==> src/rtl/dac_upd_pkg.sv <==
package dac_upd_pkg;
  localparam int DATA_W   = 12;
  localparam int CH_W     = 2;
  localparam int CMD_W    = 4;
  localparam int CHFLD_W  = 4;
  localparam int SLOT_W   = 16;
  localparam int FRAME_W  = CMD_W + CHFLD_W + SLOT_W;
  localparam int BYTE_W   = 8;
  localparam int HI_BITS  = DATA_W - BYTE_W;
  localparam int ADDR_W   = 3;

  // control byte field positions
  localparam int HB_CH_LSB = 4;
  localparam int HB_SIM    = 6;
  localparam int HB_CAP    = 7;

  localparam logic [CMD_W-1:0] CMD_LATCH  = 4'h0;
  localparam logic [CMD_W-1:0] CMD_COMMIT = 4'h2;

  localparam logic [ADDR_W-1:0] A_LO     = 3'd0;
  localparam logic [ADDR_W-1:0] A_HI     = 3'd1;
  localparam logic [ADDR_W-1:0] A_ALT_LO = 3'd2;
  localparam logic [ADDR_W-1:0] A_ALT_HI = 3'd3;
  localparam logic [ADDR_W-1:0] A_UPD    = 3'd4;

  typedef struct packed {
    logic               loadFrame;
    logic [FRAME_W-1:0] frame;
  } dpCmd_t;
endpackage

==> src/rtl/dac_upd_ctrl.sv <==
module dac_upd_ctrl
  import dac_upd_pkg::*;
(
  input  logic              clk,
  input  logic              rstN,
  input  logic              enhEn,
  input  logic              wrEn,
  input  logic              rdEn,
  input  logic [ADDR_W-1:0] addr,
  input  logic [BYTE_W-1:0] wrData,
  input  logic              frameDone,
  output dpCmd_t            dpCmd,
  output logic              busy,
  output logic              collision,
  output logic              updAll,
  output logic              capValid,
  output logic [CH_W-1:0]   capChan,
  output logic [DATA_W-1:0] capCode
);
  logic [BYTE_W-1:0]  loByte, altLo;
  logic [HI_BITS-1:0] altHi;
  logic               altArmed;
  logic [DATA_W-1:0]  code;
  logic [CH_W-1:0]    chSel;
  logic               simEff, capEff;
  logic [CMD_W-1:0]   cmd;

  always_comb begin
    code   = altArmed ? {altHi, altLo} : {wrData[HI_BITS-1:0], loByte};
    chSel  = wrData[HB_CH_LSB +: CH_W];
    simEff = enhEn & wrData[HB_SIM];
    capEff = enhEn & wrData[HB_CAP];
    cmd    = simEff ? CMD_LATCH : CMD_COMMIT;
  end

  always_ff @(posedge clk or negedge rstN) begin
    if (!rstN) begin
      loByte    <= '0;
      altLo     <= '0;
      altHi     <= '0;
      altArmed  <= 1'b0;
      busy      <= 1'b0;
      collision <= 1'b0;
      updAll    <= 1'b0;
      capValid  <= 1'b0;
      capChan   <= '0;
      capCode   <= '0;
      dpCmd     <= '0;
    end else begin
      dpCmd.loadFrame <= 1'b0;
      capValid        <= 1'b0;
      updAll          <= rdEn && (addr == A_UPD);
      if (frameDone) busy <= 1'b0;
      if (wrEn) begin
        unique case (addr)
          A_LO:     loByte <= wrData;
          A_ALT_LO: altLo  <= wrData;
          A_ALT_HI: begin
            altHi    <= wrData[HI_BITS-1:0];
            altArmed <= 1'b1;
          end
          A_HI: begin
            if (busy) begin
              collision <= 1'b1;
            end else begin
              altArmed <= 1'b0;
              if (capEff) begin
                capValid <= 1'b1;
                capChan  <= chSel;
                capCode  <= code;
              end else begin
                busy            <= 1'b1;
                dpCmd.loadFrame <= 1'b1;
                dpCmd.frame     <= {cmd, {(CHFLD_W-CH_W){1'b0}}, chSel,
                                    code, {(SLOT_W-DATA_W){1'b0}}};
              end
            end
          end
          default: ;
        endcase
      end
    end
  end
endmodule

==> src/rtl/dac_upd_datapath.sv <==
module dac_upd_datapath
  import dac_upd_pkg::*;
#(
  parameter int HALF_CYC = 2
) (
  input  logic   clk,
  input  logic   rstN,
  input  dpCmd_t dpCmd,
  output logic   sclk,
  output logic   csN,
  output logic   sdo,
  output logic   frameDone
);
  localparam int DIV_W = (HALF_CYC > 1) ? $clog2(HALF_CYC) : 1;
  localparam int BIT_W = $clog2(FRAME_W);

  logic [FRAME_W-1:0] shiftReg;
  logic [BIT_W-1:0]   bitCnt;
  logic [DIV_W-1:0]   divCnt;
  logic               active;

  assign csN = ~active;
  assign sdo = active & shiftReg[FRAME_W-1];

  always_ff @(posedge clk or negedge rstN) begin
    if (!rstN) begin
      shiftReg  <= '0;
      bitCnt    <= '0;
      divCnt    <= '0;
      active    <= 1'b0;
      sclk      <= 1'b1;
      frameDone <= 1'b0;
    end else begin
      frameDone <= 1'b0;
      if (!active) begin
        if (dpCmd.loadFrame) begin
          shiftReg <= dpCmd.frame;
          bitCnt   <= '0;
          divCnt   <= '0;
          active   <= 1'b1;
          sclk     <= 1'b0;
        end
      end else if (divCnt == DIV_W'(HALF_CYC - 1)) begin
        divCnt <= '0;
        if (!sclk) begin
          sclk <= 1'b1;
        end else if (bitCnt == BIT_W'(FRAME_W - 1)) begin
          active    <= 1'b0;
          frameDone <= 1'b1;
        end else begin
          sclk     <= 1'b0;
          shiftReg <= {shiftReg[FRAME_W-2:0], 1'b0};
          bitCnt   <= bitCnt + 1'b1;
        end
      end else begin
        divCnt <= divCnt + 1'b1;
      end
    end
  end
endmodule

==> src/rtl/dac_upd_top.sv <==
module dac_upd_top
  import dac_upd_pkg::*;
#(
  parameter int HALF_CYC = 2
) (
  input  logic              clk,
  input  logic              rstN,
  input  logic              enhEn,
  input  logic              wrEn,
  input  logic              rdEn,
  input  logic [ADDR_W-1:0] addr,
  input  logic [BYTE_W-1:0] wrData,
  output logic              busy,
  output logic              collision,
  output logic              sclk,
  output logic              csN,
  output logic              sdo,
  output logic              updAll,
  output logic              capValid,
  output logic [CH_W-1:0]   capChan,
  output logic [DATA_W-1:0] capCode
);
  dpCmd_t dpCmd;
  logic   frameDone;

  dac_upd_ctrl u_ctrl (
    .clk(clk), .rstN(rstN), .enhEn(enhEn), .wrEn(wrEn), .rdEn(rdEn),
    .addr(addr), .wrData(wrData), .frameDone(frameDone), .dpCmd(dpCmd),
    .busy(busy), .collision(collision), .updAll(updAll),
    .capValid(capValid), .capChan(capChan), .capCode(capCode)
  );

  dac_upd_datapath #(.HALF_CYC(HALF_CYC)) u_dp (
    .clk(clk), .rstN(rstN), .dpCmd(dpCmd), .sclk(sclk), .csN(csN),
    .sdo(sdo), .frameDone(frameDone)
  );
endmodule

==> config.mk <==
export PLATFORM = sky130hd
export DESIGN_NAME = dac_upd_top
export DESIGN_NICKNAME = d
export VERILOG_FILES = /design/src/rtl/dac_upd_pkg.sv /design/src/rtl/dac_upd_ctrl.sv /design/src/rtl/dac_upd_datapath.sv /design/src/rtl/dac_upd_top.sv
export SDC_FILE = /design/constraint.sdc
export NUM_CORES = 1
export LEC_CHECK = 0
export BUFFER_PORTS_ARGS = -buffer_cell sky130_fd_sc_hd__clkbuf_2
export CAP_MARGIN = 5
export CORE_ASPECT_RATIO = 2
export CORE_MARGIN = 2
export CORE_UTILIZATION = 35
export DETAILED_ROUTE_END_ITERATION = 10
export PLACE_DENSITY_LB_ADDON = 0.1
export SETUP_SLACK_MARGIN = 0.4
export SYNTH_ARGS = -nofsm -noshare
export SYNTH_HDL_FRONTEND = slang
export SYNTH_SLANG_ARGS = --single-unit
==> constraint.sdc <==
create_clock -name clk -period 2.8 [get_ports clk]
set_input_delay 0 -clock clk [delete_from_list [all_inputs] [get_ports clk]]
set_output_delay 0 -clock clk [all_outputs]
set_load 0.005 [all_outputs]
======== Yosys cells after proc, flatten, opt, wreduce, memory -nomap -nowiden ========
Index checks and enable logic that the tools add are counted.
storage, ports and cells
  register bits ........................... 91
  bits of input ports ..................... 16
  word-level logic and storage cells ...... 90
  output and inout port bits .............. 21
operators by class
  bitwise gates (word level) .............. 6
  mux-type cells .......................... 42
  equality and inequality tests ........... 9
  add/subtract/negate cells ............... 2
  reduce and logical (&&, ||, !) cells .... 13
operators with widths
  kind                                                              number
  24-bit two-way mux                                                5
  25-bit two-way mux                                                4
  1-bit two-way mux                                                 25
  5-bit two-way mux                                                 5
  12-bit two-way mux                                                1
  4-bit AND reduction                                               3
  2-bit AND reduction                                               4
  3-bit by 2-bit == test with 1-bit output (second input constant)  2
  3-bit AND reduction                                               2
  5-bit by 1-bit adder with 5-bit output (second input constant)    1
  5-bit == test (second input constant)                             1
  2-bit by 1-bit != test with 1-bit output (second input constant)  2
  2-bit != test (second input constant)                             2
  2-bit nonzero test                                                2
  1-bit AND                                                         3
  3-bit by 1-bit == test with 1-bit output (second input constant)  1
  3-bit == test (second input constant)                             1
  3-bit zero test                                                   1
  1-bit NOT                                                         3
  2-bit two-way mux                                                 1
  1-bit one-hot mux with 2 select lines                             1
  1-bit adder (second input constant)                               1
  1-bit logical AND                                                 1

======== Depth between registers and ports, before layout ========
  word-level depth ........................ 6
  mapped depth ............................ 6
  depth with buffers taken out ............ 4

======== Modules after synthesis ========
Synthesis repeated with hierarchy kept, for this count alone.
second synthesis, totals
  cells, all modules ...................... 279
  area total of the unflattened synthesis .. 3,966.3 um^2
modules (own cells, without submodules)
  module            area an instance (um^2)  sequential area each (um^2)  times used  cells each
  dac_upd_ctrl      2,389.8                  1,376.3                      1           147
  dac_upd_datapath  1,576.5                  827.0                        1           132

======== Least setup slack after synthesis ========
No wires, ideal clock.
  path kind ............................... reg2reg
  from .................................... reg u_dp.bitCnt[0]
  to ...................................... reg u_dp.shiftReg[10]
  path buffers ............................ 2
  arrival ................................. 1.673 ns
  setup time .............................. 0.125 ns
  slack ................................... 1.003 ns
  period minus slack after synthesis ...... 1.797 ns
  data required time ...................... 2.675 ns
  stages on the path, launching flop included .. 7
  path through ............................ dfrtp_1 -> ha_1 -> and4b_1 -> buf_2 -> o21ai_4 -> buf_6 -> mux2_2
on the way
  word-level cells in the longest chain between the ends .. 3
ends and longest elaborated chain
  what                           line                    source
  start, declared                dac_upd_datapath.sv:18  logic [BIT_W-1:0] bitCnt;
  start signal, assigned         dac_upd_datapath.sv:53  bitCnt <= bitCnt + 1'b1;
  5-bit == test                  dac_upd_datapath.sv:47  end else if (bitCnt == BIT_W'(FRAME_W - 1)) begin
  2-bit != test (no line)        n/a
  4-bit AND reduction (no line)  n/a
  end signal, assigned           dac_upd_datapath.sv:37  shiftReg <= dpCmd.frame;
  end signal, assigned           dac_upd_datapath.sv:52  shiftReg <= {shiftReg[FRAME_W-2:0], 1'b0};
  end, declared                  dac_upd_datapath.sv:17  logic [FRAME_W-1:0] shiftReg;
Every way passes these cells.
A chain may end at the register's enable or synchronous reset.

======== Worst setup path in the final report ========
  from .................................... reg u_dp.sclk
  to ...................................... reg u_dp.shiftReg[12]
on the way
  word-level cells in the longest chain between the ends .. 2
ends and longest elaborated chain
  what                                                line                    source
  start, declared                                     dac_upd_datapath.sv:9   output logic sclk,
  start signal, assigned                              dac_upd_datapath.sv:31  sclk <= 1'b1;
  start signal, assigned                              dac_upd_datapath.sv:41  sclk <= 1'b0;
  start signal, assigned                              dac_upd_datapath.sv:46  sclk <= 1'b1;
  2-bit by 1-bit != test with 1-bit output (no line)  n/a
  4-bit AND reduction (no line)                       n/a
Every way passes these cells.

==> summary.txt <==
Floorplanning
  – Die ar.: 0.01122 mm²
  – Starting Density: 35.88%
  – Chip height: 147.8 µm
  – Core box area: 0.01008 mm²
  – Chip width: 75.90 µm
  – Rows: 52
  – I/O Pins: 37

Worst setup path
  – Worst Setup Start Kind: flip-flop
  – Crit path kind: reg2reg
  – Crit-path max FO: 16
  – CP required: 3.01 ns
  – CP endpoint kind: flip-flop
  – Data arrival, critical path: 2.24 ns

Placement
  – Placer Congestion: 0.7494
  – Port-buffer cells: 36
  – Post-DP HPWL: 5022 µm
  – Pre-CTS setup slack: 0.7701 ns

Outcome
  – Status: complete, no violations

Yosys
  – Synthesized area: 0.003618 mm²
  – Register bit total from synthesis: 84
  – Post-synthesis sequential area ratio: 58.13%
  – Syn Nets: 269
  – Cells after synthesis: 252
  – Syn avg cell area: 14.36 µm²
  – Post-synthesis cell type count: 37
  – Warning count from the yosys run: 0

Timing
  – Final hold vios: 0
  – Maximum clock rate: 493.5 MHz
  – Max transition margin: 41.61%
  – Clock skew: 0.007750 ns
  – RSZ-0062 raised after global routing: false
  – Worst slew pin tran: 0.8758 ns
  – Final Max Slew Viols: 0
  – Final setup viols: 0
  – Min Hold Slack: 0.02761 ns
  – Fin crit share: 72.37%
  – Tmin final: 2.026 ns
  – Setup_tns: 0 ns
  – Fin worst setup slack: 0.7738 ns

Clock tree
  – Hold_buf cts: 13
  – TritonCTS buffer count: 9
  – Clock Latency Late Sink: 0.33 ns
  – TritonCTS clock tree: done
  – Htree depth: 3
  – Clock Tree Root: clkbuf_16
  – Reg clk slew, reported paths: 0.06 ns
  – Clock sink count: 84
  – Setup Fix Bufs, Post-CTS: 0
  – Post-cts resize count: 0
  – CTS Buffer Depth: 2

Global route
  – Largest net degree at the start of global routing: 69
  – Grt met3 use: 2.658%
  – GR Layer Usage met1: 18.93%
  – Met2 Usage GRT: 23.19%
  – First-pass GRT wire length: 12170 µm
  – Initial antenna violation count: 0
  – GRT Total Usage: 14.47%
  – Most Crowded Layer GR: met2
  – Number of global-route vias before repair: 2310
  – Grt total ovfl: 0

Cells and area
  – Final net count: 324
  – Most frequent cells in the layout: 85 x mux2_2, 83 x dfrtp_1, 35 x clkbuf_2
  – Diode count: 0
  – # fillers: 936
  – Final core occ: 43.83%
  – Syn-to-layout area delta: 22.16%
  – Layout cells sized above 1: 47.44%
  – Most common cell after layout, fill and taps aside: mux2_2

Power
  – Power share of the sequential group: 46.3%
  – VDD IR max: 0.4596 mV
  – Clock Power Share: 45.5%
  – Switching Fraction: 21.49%
  – LEAKAGE: 2.090 nW
  – Switching pwr: 0.6336 mW
  – Combinational fraction of design power: 8.2%
  – Pwr Density: 666.8 mW/mm²
  – Internal power: 2.314 mW

Drt
  – DR pass1 iterations: 4
  – Vias: 2149
  – ANT nets after route: 0
  – Via density: 4.808
  – Drt initial violations: 86
  – Avg WL per Cell: 15.91 µm
  – WL final: 7113 µm
  – DRC: 0

Run
  – Max cap viols: 0

Hold path
  – Worst Hold Class: in2reg
==> per-layer routing <==
| metal | wire length, µm | up-vias | share of wire [%] |
|---|---|---|---|
| li1 | - | 1027 | - |
| met1 | 3107 | 1083 | 44 |
| met2 | 3709 | 33 | 52 |
| met3 | 179 | 6 | 2.5 |
| met4 | 117 | 0 | 1.6 |
| met5 | 0 | - | 0 |
==> power groups by stage <==
stage               clock network, mW  registers, mW  logic, mW
CTS                              1.39           1.37      0.250
floorplan                           0           1.37      0.147
global placement                    0           1.38      0.232
global route                     1.45           1.38      0.273
finish                           1.34           1.36      0.242
detailed placement                  0           1.39      0.236
==> path summary, 6_finish.rpt <==
path | startpoint | end | slack [ns] | cells past startpoint
worst max register to register | u_dp.sclk | u_dp.shiftReg[12] | 0.77 | 3
worst min register to register | u_dp.frameDone | u_ctrl.busy | 0.43 | 1
max in group asynchronous | rstN | u_ctrl.altHi[3] | 1.81 | 3
worst max-delay path | u_dp.sclk | u_dp.shiftReg[12] | 0.77 | 3
min in group asynchronous | rstN | u_ctrl.capChan[1] | 0.32 | 2
worst min-delay path | wrEn | u_ctrl.collision | 0.03 | 3
==> kinds of logic (layout without fill, tap and decap cells) <==
family | Yosys count | count (layout) | share of synthesized area (%)
AOI/OAI and AO/OA | 19 | 19 | 3.734
xor gates and xnor gates | 1 | 1 | 0.2421
adders and majority gates | 1 | 1 | 0.3457
buffers and inverters | 15 | 75 | 2.144
DFF | 84 | 84 | 58.13
muxes | 90 | 90 | 27.84
and+or+nand+nor | 42 | 42 | 7.573
==> cell type report <==
class	count	area [µm²]	share of cell area, %
sequential	84	2103	47.58
multi-input combinational	153	1438	32.52
timing repair buffer	54	350.3	7.925
clock buffer	10	229.0	5.180
tap	135	168.9	3.821
clock inverter	6	112.6	2.547
inverter	5	18.77	0.4246
==> synth_stat cells <==
cell type   n  share of area, %
nor3_2      1              0.28
a211o_1     1              0.24
o21ai_0     6              0.83
nor4b_1     1              0.24
and2_1      1              0.17
mux2i_1     5               1.4
and3_1      1              0.17
nor4b_2     1              0.41
nand2b_1    1              0.17
a31oi_1     1              0.17
clkbuf_1    5              0.52
nor3_1      1              0.14
nor3b_4     1              0.52
dfstp_2     1              0.73
or3_1       1              0.17
nand4bb_4   1              0.76
buf_4       1              0.21
xor2_1      1              0.24
buf_2       2              0.28
inv_1       5              0.52
nand4b_1    2              0.48
ha_1        1              0.35
nand2_1    12               1.2
nor2_1      3              0.31
dfrtp_1    83                57
and4bb_2    1              0.35
o21bai_1    2              0.41
mux2_2     85                26
a221oi_1    1              0.24
o21ai_4     1              0.45
nor2b_1     1              0.17
o211ai_1    6               1.2
buf_6       2              0.62
and4b_1     1              0.28
nand3_1    11               1.5
a21oi_1     1              0.14
nand4_1     1              0.17
==> state kept, by name, indices dropped and copies added (netlist names), 2 cells and up <==
| signal | cells |
|---|---|
| u_dp.shiftReg | 20 |
| u_ctrl.capChan | 2 |
| u_dp.bitCnt | 5 |
| u_ctrl.dpCmd | 16 |
| u_ctrl.altLo | 8 |
| u_ctrl.loByte | 8 |
| u_ctrl.altHi | 4 |
| u_ctrl.capCode | 12 |
==> per-stage QoR <==
stage / power [mW] / cell area [µm²] / std cells
2_1_floorplan: 1.516 / 3618 / 252
3_3_place_gp: 1.613 / 3949 / 418
3_5_place_dp: 1.622 / 3949 / 418
4_1_cts: 3.001 / 4420 / 447
5_1_grt: 3.096 / 4420 / 447
6_report: 2.948 / 4420 / 447
==> critical path, stage by stage (launching register included) <==
cell,delay (ns)
dfstp_2,0.56
nand3_1,0.35
o21ai_4,0.60
mux2_2,0.40
Power figures use the tool's default switching activity.
